--- src/rtl/gpio_pkg.sv ---
package gpio_pkg;
    localparam int WIN_AW = 12;

    typedef enum logic [2:0] {
        SEL_DIR, SEL_OD, SEL_DAT, SEL_EVT, SEL_MSK, SEL_CTL, SEL_NONE
    } reg_sel_e;

    function automatic reg_sel_e decode_off(input logic [WIN_AW-1:0] off);
        case (off)
            12'h000: return SEL_DIR;
            12'h004: return SEL_OD;
            12'h008: return SEL_DAT;
            12'h00C: return SEL_EVT;
            12'h010: return SEL_MSK;
            12'h014: return SEL_CTL;
            default: return SEL_NONE;
        endcase
    endfunction
endpackage

--- src/rtl/gpio_sync.sv ---
module gpio_sync #(
    parameter int W      = 32,
    parameter int STAGES = 2
) (
    input  logic         clk,
    input  logic         rst_n,
    input  logic [W-1:0] async_i,
    output logic [W-1:0] sync_o
);
    logic [W-1:0] chain_q [STAGES];
    logic [W-1:0] chain_d [STAGES];

    for (genvar s = 0; s < STAGES; s++) begin : g_stage
        if (s == 0) begin : g_first
            always_comb chain_d[s] = async_i;
        end else begin : g_next
            always_comb chain_d[s] = chain_q[s-1];
        end
        always_ff @(posedge clk or negedge rst_n) begin
            if (!rst_n) chain_q[s] <= '0;
            else        chain_q[s] <= chain_d[s];
        end
    end

    assign sync_o = chain_q[STAGES-1];
endmodule

--- src/rtl/gpio_edge.sv ---
module gpio_edge #(
    parameter int W = 32
) (
    input  logic         clk,
    input  logic         rst_n,
    input  logic [W-1:0] level_i,
    input  logic [W-1:0] dir_i,
    input  logic [W-1:0] fall_only_i,
    output logic [W-1:0] upd_o,
    output logic [W-1:0] set_o
);
    logic [W-1:0] prev_d, prev_q;
    logic [W-1:0] chg, fall;

    always_comb begin
        chg    = level_i ^ prev_q;
        fall   = prev_q & ~level_i;
        upd_o  = chg & ~dir_i;
        set_o  = ~dir_i & ((chg & ~fall_only_i) | (fall & fall_only_i));
        prev_d = level_i;
    end

    always_ff @(posedge clk or negedge rst_n) begin
        if (!rst_n) prev_q <= '0;
        else        prev_q <= prev_d;
    end

    // a rising sample on an input pin never raises a falling-only event
    p_fall_only_r10: assert property (@(posedge clk) disable iff (!rst_n)
        ((set_o & fall_only_i & level_i) == '0));
endmodule

--- src/rtl/gpio_drive.sv ---
module gpio_drive #(
    parameter int W = 32
) (
    input  logic [W-1:0] dir_i,
    input  logic [W-1:0] od_i,
    input  logic [W-1:0] dat_i,
    output logic [W-1:0] out_o,
    output logic [W-1:0] oe_o
);
    always_comb begin
        out_o = dat_i;
        oe_o  = dir_i & ~(od_i & dat_i);
    end
endmodule

--- src/rtl/gpio_ctrl.sv ---
module gpio_ctrl
    import gpio_pkg::*;
#(
    parameter int NPINS       = 32,
    parameter int SYNC_STAGES = 2,
    parameter int ADDR_W      = WIN_AW
) (
    input  logic              clk,
    input  logic              rst_n,
    input  logic              bus_sel_i,
    input  logic              bus_wr_i,
    input  logic              bus_full_i,
    input  logic [ADDR_W-1:0] bus_addr_i,
    input  logic [NPINS-1:0]  bus_wdata_i,
    output logic [NPINS-1:0]  bus_rdata_o,
    input  logic [NPINS-1:0]  pin_in_i,
    output logic [NPINS-1:0]  pin_out_o,
    output logic [NPINS-1:0]  pin_oe_o,
    output logic              irq_o
);
    localparam int TOP = NPINS - 1;

    typedef struct packed {
        logic [NPINS-1:0] dir;
        logic [NPINS-1:0] od;
        logic [NPINS-1:0] dat;
        logic [NPINS-1:0] evt;
        logic [NPINS-1:0] msk;
        logic [NPINS-1:0] ctl;
    } regs_t;

    regs_t r_d, r_q;

    logic [NPINS-1:0] in_rb, lvl_rb, out_rb, oe_rb, upd, evset;
    logic             wr_fire, rd_fire;
    reg_sel_e         sel;

    // pin n <-> register bit TOP-n
    for (genvar n = 0; n < NPINS; n++) begin : g_rev
        assign in_rb[TOP-n]  = pin_in_i[n];
        assign pin_out_o[n]  = out_rb[TOP-n];
        assign pin_oe_o[n]   = oe_rb[TOP-n];
    end

    gpio_sync #(.W(NPINS), .STAGES(SYNC_STAGES)) u_sync (
        .clk(clk), .rst_n(rst_n), .async_i(in_rb), .sync_o(lvl_rb)
    );

    gpio_edge #(.W(NPINS)) u_edge (
        .clk(clk), .rst_n(rst_n), .level_i(lvl_rb), .dir_i(r_q.dir),
        .fall_only_i(r_q.ctl), .upd_o(upd), .set_o(evset)
    );

    gpio_drive #(.W(NPINS)) u_drive (
        .dir_i(r_q.dir), .od_i(r_q.od), .dat_i(r_q.dat),
        .out_o(out_rb), .oe_o(oe_rb)
    );

    always_comb begin
        logic [NPINS-1:0] dat_base;
        logic [NPINS-1:0] clr;
        sel     = decode_off(bus_addr_i);
        wr_fire = bus_sel_i & bus_wr_i & bus_full_i;
        rd_fire = bus_sel_i & ~bus_wr_i & bus_full_i;

        r_d      = r_q;
        dat_base = r_q.dat;
        clr      = '0;
        if (wr_fire) begin
            case (sel)
                SEL_DIR: r_d.dir  = bus_wdata_i;
                SEL_OD:  r_d.od   = bus_wdata_i;
                SEL_DAT: dat_base = bus_wdata_i;
                SEL_EVT: clr      = bus_wdata_i;
                SEL_MSK: r_d.msk  = bus_wdata_i;
                SEL_CTL: r_d.ctl  = bus_wdata_i;
                default: ;
            endcase
        end
        r_d.dat = (dat_base & ~upd) | (lvl_rb & upd);
        r_d.evt = (r_q.evt & ~clr) | evset;

        bus_rdata_o = '0;
        if (rd_fire) begin
            case (sel)
                SEL_DIR: bus_rdata_o = r_q.dir;
                SEL_OD:  bus_rdata_o = r_q.od;
                SEL_DAT: bus_rdata_o = r_q.dat;
                SEL_EVT: bus_rdata_o = r_q.evt;
                SEL_MSK: bus_rdata_o = r_q.msk;
                SEL_CTL: bus_rdata_o = r_q.ctl;
                default: bus_rdata_o = '0;
            endcase
        end

        irq_o = |(r_q.evt & r_q.msk);
    end

    always_ff @(posedge clk or negedge rst_n) begin
        if (!rst_n) r_q <= '0;
        else        r_q <= r_d;
    end

    // direction changes only through a full write at its own offset
    p_dir_hold_r3: assert property (@(posedge clk) disable iff (!rst_n)
        !(wr_fire && sel == SEL_DIR) |=> $stable(r_q.dir));

    // clearing the mask silences the interrupt on the next cycle
    p_mask_off_r9: assert property (@(posedge clk) disable iff (!rst_n)
        (wr_fire && sel == SEL_MSK && bus_wdata_i == '0) |=> !irq_o);

    // a pin that was an output cannot acquire a new event
    p_evt_input_r10: assert property (@(posedge clk) disable iff (!rst_n)
        1'b1 |=> ((r_q.evt & ~$past(r_q.evt) & $past(r_q.dir)) == '0));

    // new falling-only events leave the data bit at 0
    p_fall_dat_r10: assert property (@(posedge clk) disable iff (!rst_n)
        1'b1 |=> ((r_q.evt & ~$past(r_q.evt) & $past(r_q.ctl) & r_q.dat) == '0));

    // a narrow read returns zero
    p_narrow_rd_r3: assert property (@(posedge clk) disable iff (!rst_n)
        (bus_sel_i && !bus_wr_i && !bus_full_i) |-> (bus_rdata_o == '0));
endmodule

--- config.mk ---
export PLATFORM = sky130hd
export DESIGN_NAME = gpio_ctrl
export DESIGN_NICKNAME = d
export VERILOG_FILES = /design/src/rtl/gpio_pkg.sv /design/src/rtl/gpio_sync.sv /design/src/rtl/gpio_edge.sv /design/src/rtl/gpio_drive.sv /design/src/rtl/gpio_ctrl.sv
export SDC_FILE = /design/constraint.sdc
export NUM_CORES = 1
export LEC_CHECK = 0
export BUFFER_PORTS_ARGS = -buffer_cell sky130_fd_sc_hd__buf_2
export CAP_MARGIN = 40
export CORE_MARGIN = 2
export CORE_UTILIZATION = 45
export CTS_CLUSTER_SIZE = 14
export DETAILED_ROUTE_END_ITERATION = 7
export PLACE_DENSITY = 0.76
export SLEW_MARGIN = 5
export SYNTH_ARGS = -nofsm -noshare
export SYNTH_HDL_FRONTEND = slang
export SYNTH_SLANG_ARGS = --single-unit
export TNS_END_PERCENT = 10
--- constraint.sdc ---
create_clock -name clk -period 3.9 [get_ports clk]
set_clock_uncertainty 0.2 [all_clocks]
set_input_delay 0.195 -clock clk [delete_from_list [all_inputs] [get_ports clk]]
set_output_delay 0.195 -clock clk [all_outputs]
set_load 0.1 [all_outputs]
==> results of run 1 <==
[cells by family (layout without fill, tap and decap cells)]
family,count (synthesis),in the layout,synth area share (%)
flops,288,288,55.7
compound gates,257,257,14.1
simple gates,229,229,7.86
mux,171,171,14.5
buf+inv,112,384,4.71
fa+ha+maj,33,33,3.19
other cells,0,1,0
[layout by cell type (no fill, tap or decap), types with 3 or more instances in the layout]
master                          instances
sky130_fd_sc_hd__a21boi_0              32
sky130_fd_sc_hd__a21o_1                10
sky130_fd_sc_hd__a21oi_1               44
sky130_fd_sc_hd__a221oi_1               3
sky130_fd_sc_hd__a222oi_1              21
sky130_fd_sc_hd__a22oi_1               44
sky130_fd_sc_hd__a31oi_2               18
sky130_fd_sc_hd__buf_12                36
sky130_fd_sc_hd__buf_2                144
sky130_fd_sc_hd__buf_4                 48
sky130_fd_sc_hd__bufinv_16              3
sky130_fd_sc_hd__clkbuf_1               4
sky130_fd_sc_hd__clkbuf_16             31
sky130_fd_sc_hd__clkbuf_8               9
sky130_fd_sc_hd__clkinv_2               8
sky130_fd_sc_hd__dfrtp_1              288
sky130_fd_sc_hd__dlygate4sd3_1         65
sky130_fd_sc_hd__ha_1                  33
sky130_fd_sc_hd__inv_1                 34
sky130_fd_sc_hd__mux2_1                38
sky130_fd_sc_hd__mux2_2                91
sky130_fd_sc_hd__mux2i_1               42
sky130_fd_sc_hd__nand2_1              108
sky130_fd_sc_hd__nand3_1                8
sky130_fd_sc_hd__nand4_1                6
sky130_fd_sc_hd__nor2_1                70
sky130_fd_sc_hd__nor3_1                 4
sky130_fd_sc_hd__nor3_2                 3
sky130_fd_sc_hd__nor4_2                 5
sky130_fd_sc_hd__o21ai_0               32
sky130_fd_sc_hd__o22a_1                10
sky130_fd_sc_hd__o2bb2ai_1             32
sky130_fd_sc_hd__or3_1                  3
sky130_fd_sc_hd__or4_1                  3
[what timing repair did]
action | CTS | global route
hold endpoints to repair | 341 | 0
gates resized for setup | 0 | 2
setup endpoints to repair | 0 | 3
setup buffers | 0 | 0
hold buffers | 65 | 0
[synthesized netlist by cell type (2+ instances only)]
cell,n
sky130_fd_sc_hd__buf_6,6
sky130_fd_sc_hd__and4_1,2
sky130_fd_sc_hd__inv_1,34
sky130_fd_sc_hd__a22oi_1,44
sky130_fd_sc_hd__or3_1,4
sky130_fd_sc_hd__nand2_1,108
sky130_fd_sc_hd__nor4_1,3
sky130_fd_sc_hd__a221oi_1,3
sky130_fd_sc_hd__and3_1,2
sky130_fd_sc_hd__nand3_1,8
sky130_fd_sc_hd__o22a_1,10
sky130_fd_sc_hd__ha_1,33
sky130_fd_sc_hd__o2bb2ai_1,32
sky130_fd_sc_hd__nor4b_1,2
sky130_fd_sc_hd__nor2_1,73
sky130_fd_sc_hd__a22o_1,2
sky130_fd_sc_hd__a222oi_1,21
sky130_fd_sc_hd__a21boi_0,32
sky130_fd_sc_hd__mux2_2,91
sky130_fd_sc_hd__mux2_1,38
sky130_fd_sc_hd__nor4_2,4
sky130_fd_sc_hd__o21ai_0,32
sky130_fd_sc_hd__a31oi_1,20
sky130_fd_sc_hd__or4_1,3
sky130_fd_sc_hd__buf_4,33
sky130_fd_sc_hd__nor3_1,6
sky130_fd_sc_hd__clkbuf_1,21
sky130_fd_sc_hd__mux2i_1,42
sky130_fd_sc_hd__dfrtp_1,288
sky130_fd_sc_hd__nor2b_1,2
sky130_fd_sc_hd__a21oi_1,45
sky130_fd_sc_hd__buf_2,17
sky130_fd_sc_hd__a21o_1,10
sky130_fd_sc_hd__nand2b_1,2
sky130_fd_sc_hd__nand4_1,6
[critical path, delay by kind of cell]
family,cells,cell delay [ns]
AO/OA/AOI/OAI,3,0.68
adder cells (fa/ha/maj),1,0.23
buffers and inverters,4,0.75
AND/OR/NAND/NOR,4,1.45
[per-stage QoR]
stage               setup TNS [ns]  setup slack [ns]
detailed placement               0             0.194
global route                     0            0.0655
finish                           0             0.191
global placement                 0             0.243
CTS                              0             0.167
floorplan                   -11.04            -0.610
[routing by layer]
layer | up-vias | GRT usage [%] | share of wire (%) | routed length [um]
met5 | - | 0 | 0.061 | 23
met4 | 4 | 9.63 | 3.6 | 1360
met3 | 101 | 3.57 | 6.0 | 2270
met2 | 413 | 40.4 | 47 | 17900
met1 | 5025 | 34.4 | 43 | 16100
li1 | 4437 | - | - | -
[report_power, final]
group / leakage, nW / total (mW) / switching, mW / internal (mW)
Clock: 0.525 / 2.98 / 1.17 / 1.81
Combinational: 3.39 / 0.835 / 0.634 / 0.201
Sequential: 3.58 / 3.18 / 0.0872 / 3.09
Total: 7.50 / 6.99 / 1.89 / 5.11
[area by class of cell]
cell class                 count  share of cell area (%)
antenna                        1                  0.0150
clock buffer                  44                    5.49
clock inverter                12                   0.826
inverter                      34                   0.766
multi-input combinational    690                    32.0
sequential                   288                    43.2
tap                          384                    2.88
timing repair buffer         294                    14.8
[final timing paths]
check	from	to	slack, ns
worst max-delay path	bus_addr_i[9]	bus_rdata_o[31]	0.19
worst min-delay path	pin_in_i[21]	u_sync.chain_d[10]	0.08
worst max register to register	u_sync.sync_o[10]	register	2.53
worst min register to register	u_sync.chain_d[8]	u_sync.sync_o[8]	0.14
max in group asynchronous	rst_n	u_sync.chain_d[3]	2.45
min in group asynchronous	rst_n	u_sync.chain_d[15]	0.13
==> parameters.txt, run 1 <==
Parameter                              Value

Run status
  Run status ... complete, no violations

Route
  First-pass iteration count of the detailed router ... 8
  Remaining antenna violation count ... 0
  Via total after detailed routing ... 9,980
  Detail-routed via count per cell ... 5.71
  Routed len/inst ... 21.6 um
  1st-iter DRT viols ... 979
  Detailed Route WL ... 37,600 um
  DRC violations left ... 0

Clock tree
  Clock Sinks ... 288
  Buffer levels on the longest clock path ... 3
  TritonCTS buffer count ... 30
  Clock transition at the registers of the reported paths ... 0.06 ns
  Root buf cell ... sky130_fd_sc_hd__clkbuf_16
  Maximum level of the CTS H-tree ... 1
  Clock tree from TritonCTS ... yes
  Clock latency reported for the late side of the worst-skew pair ... 0.55 ns

STA
  Max-slew headroom ... 37.7%
  Unrepaired setup endpoints after global routing ... false
  Endpoints failing hold ... 0
  Count of pins over their slew limit ... 0
  Fmax ... 0.270 GHz
  Hold slack final ... 0.0825 ns
  Final critical-path share of the clock period ... 95.1%
  Crit path time final ... 3.71 ns
  Final setup violation count ... 0
  Transition time at the pin with the least slew margin ... 0.934 ns

GRT
  Number of antenna violations at the first check in global routing ... 3
  Gr usage total ... 25.0%
  Vias in the first global route ... 10.3k
  Congestion Overflow GR ... 0
  Pin count of the biggest net entering global routing ... 123
  First-pass GRT wire length ... 58,800 um

Power
  Maximum VDD drop ... 406 uV
  Total power draw ... 6.99 mW
  Static leakage ... 7.50 nW
  Cell area power density ... 420 nW/um2

Setup path
  Length in cells of the worst reg-to-reg path ... 5
  Crit path top cell by count ... sky130_fd_sc_hd__buf_4
  Slowest stage delay, CP ... 0.65 ns
  Data arrival at the endpoint of the critical path ... 3.31 ns
  Maximum fanout along the worst path ... 15
  Kind of end point of the critical path ... output pin
  Worst Path Required ... 3.50 ns
  Cell breakdown of the critical path ... buf_2, or4_1, nor3_2, nand2_1, ha_1, buf_4, a41oi_1, a211oi_1, or3_2, buf_4, a31oi_1, buf_12
  Critical Path Start Type ... input pin
  Slowest stage cell, crit path ... sky130_fd_sc_hd__or4_1
  WS Path Type ... input pin to output pin

Layout
  Final net count ... 1,452
  Share of post-route cells with drive strength above 1 ... 30.2%
  Count of non-filler cells in the finished layout ... 1,747
  Count of fill cells added during filler insertion ... 2,365
  FF+latch area ... 7210 um2
  Utilization of the core after routing ... 58.4%
  Area Growth Syn to Fin ... 28.7%
  Area of all placed cells without fillers ... 16,700 um2
  Multi-input logic area ... 5330 um2

Floorplanning
  Die W ... 174 um
  Total I/O pin count ... 178
  Core ar. ... 28,500 um2
  Initial Util ... 45.4%
  Row Count ... 62
  Total die area ... 30,200 um2
  Y dimension of the die ... 174 um

Logic synthesis
  Share of async-settable or async-resettable flops after synthesis ... 100%
  Number of enable-type register cells in the synthesized netlist ... 0
  #FFs+latches synth ... 288
  Cell count after synthesis ... 1,090
  Cell types with the largest area share after synthesis ... sky130_fd_sc_hd__dfrtp_1 56%, sky130_fd_sc_hd__mux2_2 7.9%, sky130_fd_sc_hd__mux2_1 3.3%
  Post-synthesis area per instance ... 11.9 um2
  Most used DFF post-synth ... sky130_fd_sc_hd__dfrtp_1
  Area of the mapped netlist ... 12,900 um2
  Syn Nets ... 1,204
  Count of synthesis-stage warnings from yosys ... 0
  Library cell occupying the most area in the post-synthesis netlist ... sky130_fd_sc_hd__dfrtp_1
  Share of the synthesized area in the top cell type ... 55.7%
  Distinct cell type count of the synthesized netlist ... 46
  Share of synthesized area occupied by flip-flops and latches ... 55.7%

Placement
  HPWL after detailed placement ... 25,800 um
  Count of input and output buffers ... 177
  Placed cell count ... 1,625
  Gpl congestion ... 0.924
  Area of placed instances ... 15,000 um2

Hold path
  Hold Crit Depth ... 2
  Hold crit path type ... input pin to register

Flow run
  Max-capacitance violation count ... 0
Power figures use the tool's default switching activity.
==> inputs of run 2 (changes only) <==
Clock period 3.9 ns to 3.52 ns, I/O delays scaled along.
==> run 2 against run 1 <==
Hold slack got worse by 0.033 ns. Die area unchanged. Count of clock-buffer cells in the layout decreased by 4. Critical path type unchanged.
==> parameters.txt, run 2 (synthesized netlist as in run 1, its figures left out) <==
Parameter                              Value

Run status
  Run status ... complete, no violations

GRT
  Met3 layer usage reported by global route ... 4.56%
  Met1 capacity usage during global routing ... 34.2%
  Pin count of the biggest net entering global routing ... 96
  Most used routing layer in global routing ... met2
  Congestion Overflow GR ... 0
  First-pass GRT wire length ... 58,600 um
  Met2 track demand over resource in global routing ... 39.5%
  Vias in the first global route ... 10.3k
  Number of antenna violations at the first check in global routing ... 4
  Gr usage total ... 24.8%

Setup path
  End point of the critical path ... bus_rdata_o[16]
  End of the worst register-to-register path ... r_q[72]
  Slowest stage cell, crit path ... sky130_fd_sc_hd__or4_4
  Worst Path Required ... 3.14 ns
  Slowest stage delay, CP ... 0.60 ns
  Data arrival at the endpoint of the critical path ... 2.97 ns
  Internal reg-to-reg setup slack ... 2.16 ns
  Critical Path Start Type ... input pin
  Maximum fanout along the worst path ... 14
  Startpoint of the worst register-to-register path ... u_sync.sync_o[8]
  Kind of end point of the critical path ... output pin
  Cell breakdown of the critical path ... buf_2, or4_4, nor2_1, nand3_1, ha_1, buf_4, or3_1, nor2_2, buf_6, a222oi_1, a31oi_4, buf_12
  Launching instance or port of the critical path ... bus_addr_i[9]
  Length in cells of the worst reg-to-reg path ... 5
  WS Path Type ... input pin to output pin

Floorplanning
  Row Count ... 62
  Y dimension of the die ... 174 um
  Die W ... 174 um
  Total I/O pin count ... 178
  Initial Util ... 45.4%
  Core ar. ... 28,500 um2
  Total die area ... 30,200 um2

Clock tree
  Buffer levels on the longest clock path ... 3
  Root buf cell ... sky130_fd_sc_hd__clkbuf_16
  Clock latency reported for the late side of the worst-skew pair ... 0.56 ns
  Clock Sinks ... 288
  TritonCTS buffer count ... 31
  Clock transition at the registers of the reported paths ... 0.06 ns
  Maximum level of the CTS H-tree ... 1
  Clock tree from TritonCTS ... yes

Power
  Total power draw ... 7.77 mW
  Static leakage ... 7.54 nW
  Maximum VDD drop ... 410 uV
  Cell area power density ... 455 nW/um2

Layout
  Commonest cells after routing, fill and taps aside ... 288 x sky130_fd_sc_hd__dfrtp_1, 144 x sky130_fd_sc_hd__buf_2, 108 x sky130_fd_sc_hd__nand2_1
  Area Growth Syn to Fin ... 31.9%
  Most frequent standard cell in the layout excluding fill and tap cells ... sky130_fd_sc_hd__dfrtp_1
  Final net count ... 1,457
  Share of post-route cells with drive strength above 1 ... 31.7%
  Area of all placed cells without fillers ... 17,100 um2
  Count of fill cells added during filler insertion ... 2,331

Route
  Remaining antenna violation count ... 0
  Detailed Route WL ... 37,300 um
  DRC violations left ... 0
  1st-iter DRT viols ... 1,042
  Detail-routed via count per cell ... 5.73
  Via total after detailed routing ... 10.0k
  Routed len/inst ... 21.3 um
  First-pass iteration count of the detailed router ... 6

STA
  Final setup violation count ... 0
  Fmax ... 0.299 GHz
  Max-slew headroom ... 49.9%
  Crit path time final ... 3.34 ns
  Unrepaired setup endpoints after global routing ... false
  Hold slack final ... 0.0491 ns
  Fin worst setup slack ... 0.175 ns
  Transition time at the pin with the least slew margin ... 0.752 ns
  Final critical-path share of the clock period ... 95.0%
  Endpoints failing hold ... 0
  Count of pins over their slew limit ... 0

Placement
  Count of input and output buffers ... 177
  HPWL after detailed placement ... 25,600 um
  Area of placed instances ... 15,400 um2
  Gpl congestion ... 0.914
  Worst setup timing slack at the placement stage ... 0.0445 ns

Hold path
  Hold crit path type ... input pin to register

Flow run
  Max-capacitance violation count ... 0
-- run 2: critical path: cells and delay by family --
family / cells / cell delay (ns)
simple gates: 5 / 1.46
compound gates: 2 / 0.40
fa+ha+maj: 1 / 0.22
buf+inv: 4 / 0.71
-- run 2: repair_timing --
item / 4_1_cts / 5_1_grt
endpoints found under the setup margin: 0 / 20
endpoints found under the hold margin: 314 / 0
buffers inserted: 0 / 0
hold buffers: 65 / 0
gates resized for setup: 0 / 3
-- run 2: stage by stage --
stage	std cells	util (%)	setup TNS (ns)
2_1_floorplan	1090	-	-1.78
3_3_place_gp	1629	53.9	0
3_5_place_dp	1629	53.9	0
4_1_cts	1750	59.8	0
5_1_grt	1750	59.8	0
6_report	1751	59.8	0
-- run 2: final cells by class --
class                      count  area, um2  share of cell area, %
sequential                   288       7210                   42.2
multi-input combinational    690       5670                   33.2
timing repair buffer         298       2550                   14.9
clock buffer                  40        870                   5.09
tap                          384        480                   2.81
clock inverter                16        174                   1.02
inverter                      34        128                  0.747
antenna                        1       2.50                 0.0146
-- run 2: worst min-delay path by stage --
| stage | start | endpoint | slack [ns] | depth (start not counted) |
|---|---|---|---|---|
| finish | pin_in_i[14] | u_sync.chain_d[17] | 0.05 | 2 |
| detailed placement | rst_n | u_sync.chain_d[18] | 0.07 | 1 |
| global placement | rst_n | asynchronous set/reset pin | 0.07 | 1 |
| CTS | pin_in_i[23] | u_sync.chain_d[8] | 0.03 | 2 |
| floorplan | rst_n | asynchronous set/reset pin | -0.32 | 0 |
| global route | pin_in_i[25] | u_sync.chain_d[6] | 0.04 | 2 |
-- run 2: layer usage --
layer | vias to the layer above | share of wire [%]
met2 | 456 | 47
met1 | 5008 | 41
met4 | 6 | 3.6
met5 | - | 0.10
met3 | 92 | 8.3
li1 | 4470 | -
-- run 2: power breakdown --
group	internal, mW	switching, mW
clock network	1.96	1.35
logic	0.225	0.711
registers	3.42	0.0966
==> inputs of run 3 (changes only) <==
Settings changed: CORE_ASPECT_RATIO from default to 0.5.
Clock period 3.52 ns to 3.8 ns, I/O delays scaled along.
==> run 3 against run 2 <==
The flow now finishes with violations (DRC). Sequential power down 7.4%. Global-route usage is 0.46 points higher. Worst setup slack worse by 0.0024 ns. Critical endpoint is now bus_rdata_o[19].
==> parameters.txt, run 3 (synthesized netlist as in run 1, its figures left out) <==
Parameter                              Value

Run status
  Run status ... finished, violations left
  Failing checks ... DRC

Floorplanning
  Total I/O pin count ... 178
  Row Count ... 43
  Initial Util ... 46.3%
  Die W ... 244 um
  Y dimension of the die ... 124 um
  Core ar. ... 28,000 um2
  Total die area ... 30,200 um2

Layout
  Area of all placed cells without fillers ... 16,600 um2
  Total inserted antenna cells ... 0
  Most frequent standard cell in the layout excluding fill and tap cells ... sky130_fd_sc_hd__dfrtp_1
  Final net count ... 1,444
  Utilization of the core after routing ... 59.5%
  Commonest cells after routing, fill and taps aside ... 288 x sky130_fd_sc_hd__dfrtp_1, 144 x sky130_fd_sc_hd__buf_2, 108 x sky130_fd_sc_hd__nand2_1
  Share of post-route cells with drive strength above 1 ... 30.5%
  Count of non-filler cells in the finished layout ... 1,732
  Area Growth Syn to Fin ... 28.5%

STA
  Max-slew headroom ... 47.1%
  Unrepaired setup endpoints after global routing ... false
  Count of pins over their slew limit ... 0
  Fmax ... 0.276 GHz
  Crit path time final ... 3.63 ns
  Final setup violation count ... 0
  Fin worst setup slack ... 0.173 ns
  Endpoints failing hold ... 0
  Final critical-path share of the clock period ... 95.5%
  Hold slack final ... 0.0428 ns
  Transition time at the pin with the least slew margin ... 0.794 ns

GRT
  First-pass GRT wire length ... 58,600 um
  Met1 capacity usage during global routing ... 32.9%
  Number of antenna violations at the first check in global routing ... 0
  Vias in the first global route ... 10.4k
  Congestion Overflow GR ... 0
  Pin count of the biggest net entering global routing ... 103
  Met2 track demand over resource in global routing ... 42.3%
  Gr usage total ... 25.3%
  Most used routing layer in global routing ... met2
  Met3 layer usage reported by global route ... 4.33%

Power
  Switch share ... 28.1%
  Switch Pwr ... 1.92 mW
  Combinational share of power ... 12.7%
  Internal power ... 4.91 mW
  Maximum VDD drop ... 283 uV
  Part of the power in registers ... 47.7%
  Static leakage ... 7.40 nW
  Cell area power density ... 410 nW/um2
  Fraction of power consumed by the clock network ... 39.6%

Clock tree
  Clock Sinks ... 288
  TritonCTS buffer count ... 27
  Clock transition at the registers of the reported paths ... 0.06 ns
  Post CTS Setup Buffer Count ... 0
  Clock latency reported for the late side of the worst-skew pair ... 0.55 ns
  Maximum level of the CTS H-tree ... 1
  Root buf cell ... sky130_fd_sc_hd__clkbuf_16
  Clock tree from TritonCTS ... yes
  Buffer levels on the longest clock path ... 3

Placement
  Placed cell count ... 1,618
  HPWL after detailed placement ... 25,700 um
  Count of input and output buffers ... 177
  Gpl congestion ... 0.919
  Worst setup timing slack at the placement stage ... 0.143 ns
  Area of placed instances ... 15,100 um2

Route
  Routed len/inst ... 22.1 um
  Via total after detailed routing ... 10.1k
  First-pass iteration count of the detailed router ... 8
  DRC violations left ... 4
  Remaining antenna violation count ... 0
  1st-iter DRT viols ... 1,078
  Detailed Route WL ... 38,200 um
  Detail-routed via count per cell ... 5.81

Setup path
  Critical Path Start Type ... input pin
  Data arrival at the endpoint of the critical path ... 3.24 ns
  Worst Path Required ... 3.41 ns
  Startpoint of the worst register-to-register path ... u_sync.sync_o[20]
  Length in cells of the worst reg-to-reg path ... 5
  Internal reg-to-reg setup slack ... 2.41 ns
  WS Path Type ... input pin to output pin
  Maximum fanout along the worst path ... 15
  Kind of end point of the critical path ... output pin

Flow run
  Max-capacitance violation count ... 0

Hold path
  Hold crit path type ... input pin to asynchronous set/reset pin
[run 3: changes by cell type in the layout (fill, tap and decap cells not counted), sizes merged]
cell      delta
buf          -9
clkinv       -3
clkinvlp     -3
bufinv       -2
clkbuf       +1
diode        -1
[run 3: power by group through the flow]
stage                     logic (mW)  registers (mW)  clock network, mW
after floorplan                0.643            3.28                  0
after detailed placement       0.810            3.31                  0
final                          0.866            3.26               2.71
after CTS                      0.868            3.26               2.73
after global routing           0.926            3.27               2.86
after global placement         0.791            3.31                  0
[run 3: worst max path at each step]
stage	startpoint	to	slack, ns	cells past startpoint
2_1_floorplan	bus_addr_i[9]	bus_rdata_o[10]	-0.32	12
3_3_place_gp	bus_addr_i[9]	bus_rdata_o[9]	0.12	12
3_5_place_dp	bus_addr_i[9]	bus_rdata_o[9]	0.14	12
4_1_cts	bus_addr_i[9]	bus_rdata_o[9]	0.10	12
5_1_grt	bus_addr_i[9]	bus_rdata_o[7]	0.05	11
6_report	bus_addr_i[9]	bus_rdata_o[19]	0.17	11
[run 3: stage by stage]
step / setup TNS, ns / total power, mW
final: 0 / 6.83
after global routing: 0 / 7.06
after CTS: 0 / 6.86
after detailed placement: 0 / 4.12
after global placement: 0 / 4.10
after floorplan: -4.80 / 3.93
[run 3: area by class of cell]
type,count,area (um2)
clock inverters,8,72.6
multi-input cells,690,5510
well taps,382,478
flip-flops and latches,288,7210
fillers,2161,11300
repair buffers,289,2440
clock buffers,41,808
inverters,34,128
[run 3: worst max-delay path: stages]
cell,delay (ns)
sky130_fd_sc_hd__buf_2,0.11
sky130_fd_sc_hd__or4_1,0.60
sky130_fd_sc_hd__nor2_1,0.25
sky130_fd_sc_hd__nand3_1,0.11
sky130_fd_sc_hd__ha_1,0.31
sky130_fd_sc_hd__a41oi_1,0.31
sky130_fd_sc_hd__a211oi_1,0.08
sky130_fd_sc_hd__or3_2,0.49
sky130_fd_sc_hd__buf_4,0.26
sky130_fd_sc_hd__a21oi_2,0.29
sky130_fd_sc_hd__buf_12,0.22
[run 3: repair_timing]
item,in CTS,in global routing
gates resized for setup,0,3
setup endpoints to repair,0,17
hold buffers,65,0
endpoints found under the hold margin,324,0
[run 3: metal layers]
metal | part of all wire (%) | wire length, um | vias up
met5 | 0 | 0 | -
met4 | 3.7 | 1420 | 0
met2 | 49 | 18600 | 429
met1 | 41 | 15700 | 5081
li1 | - | - | 4443
met3 | 6.5 | 2490 | 103
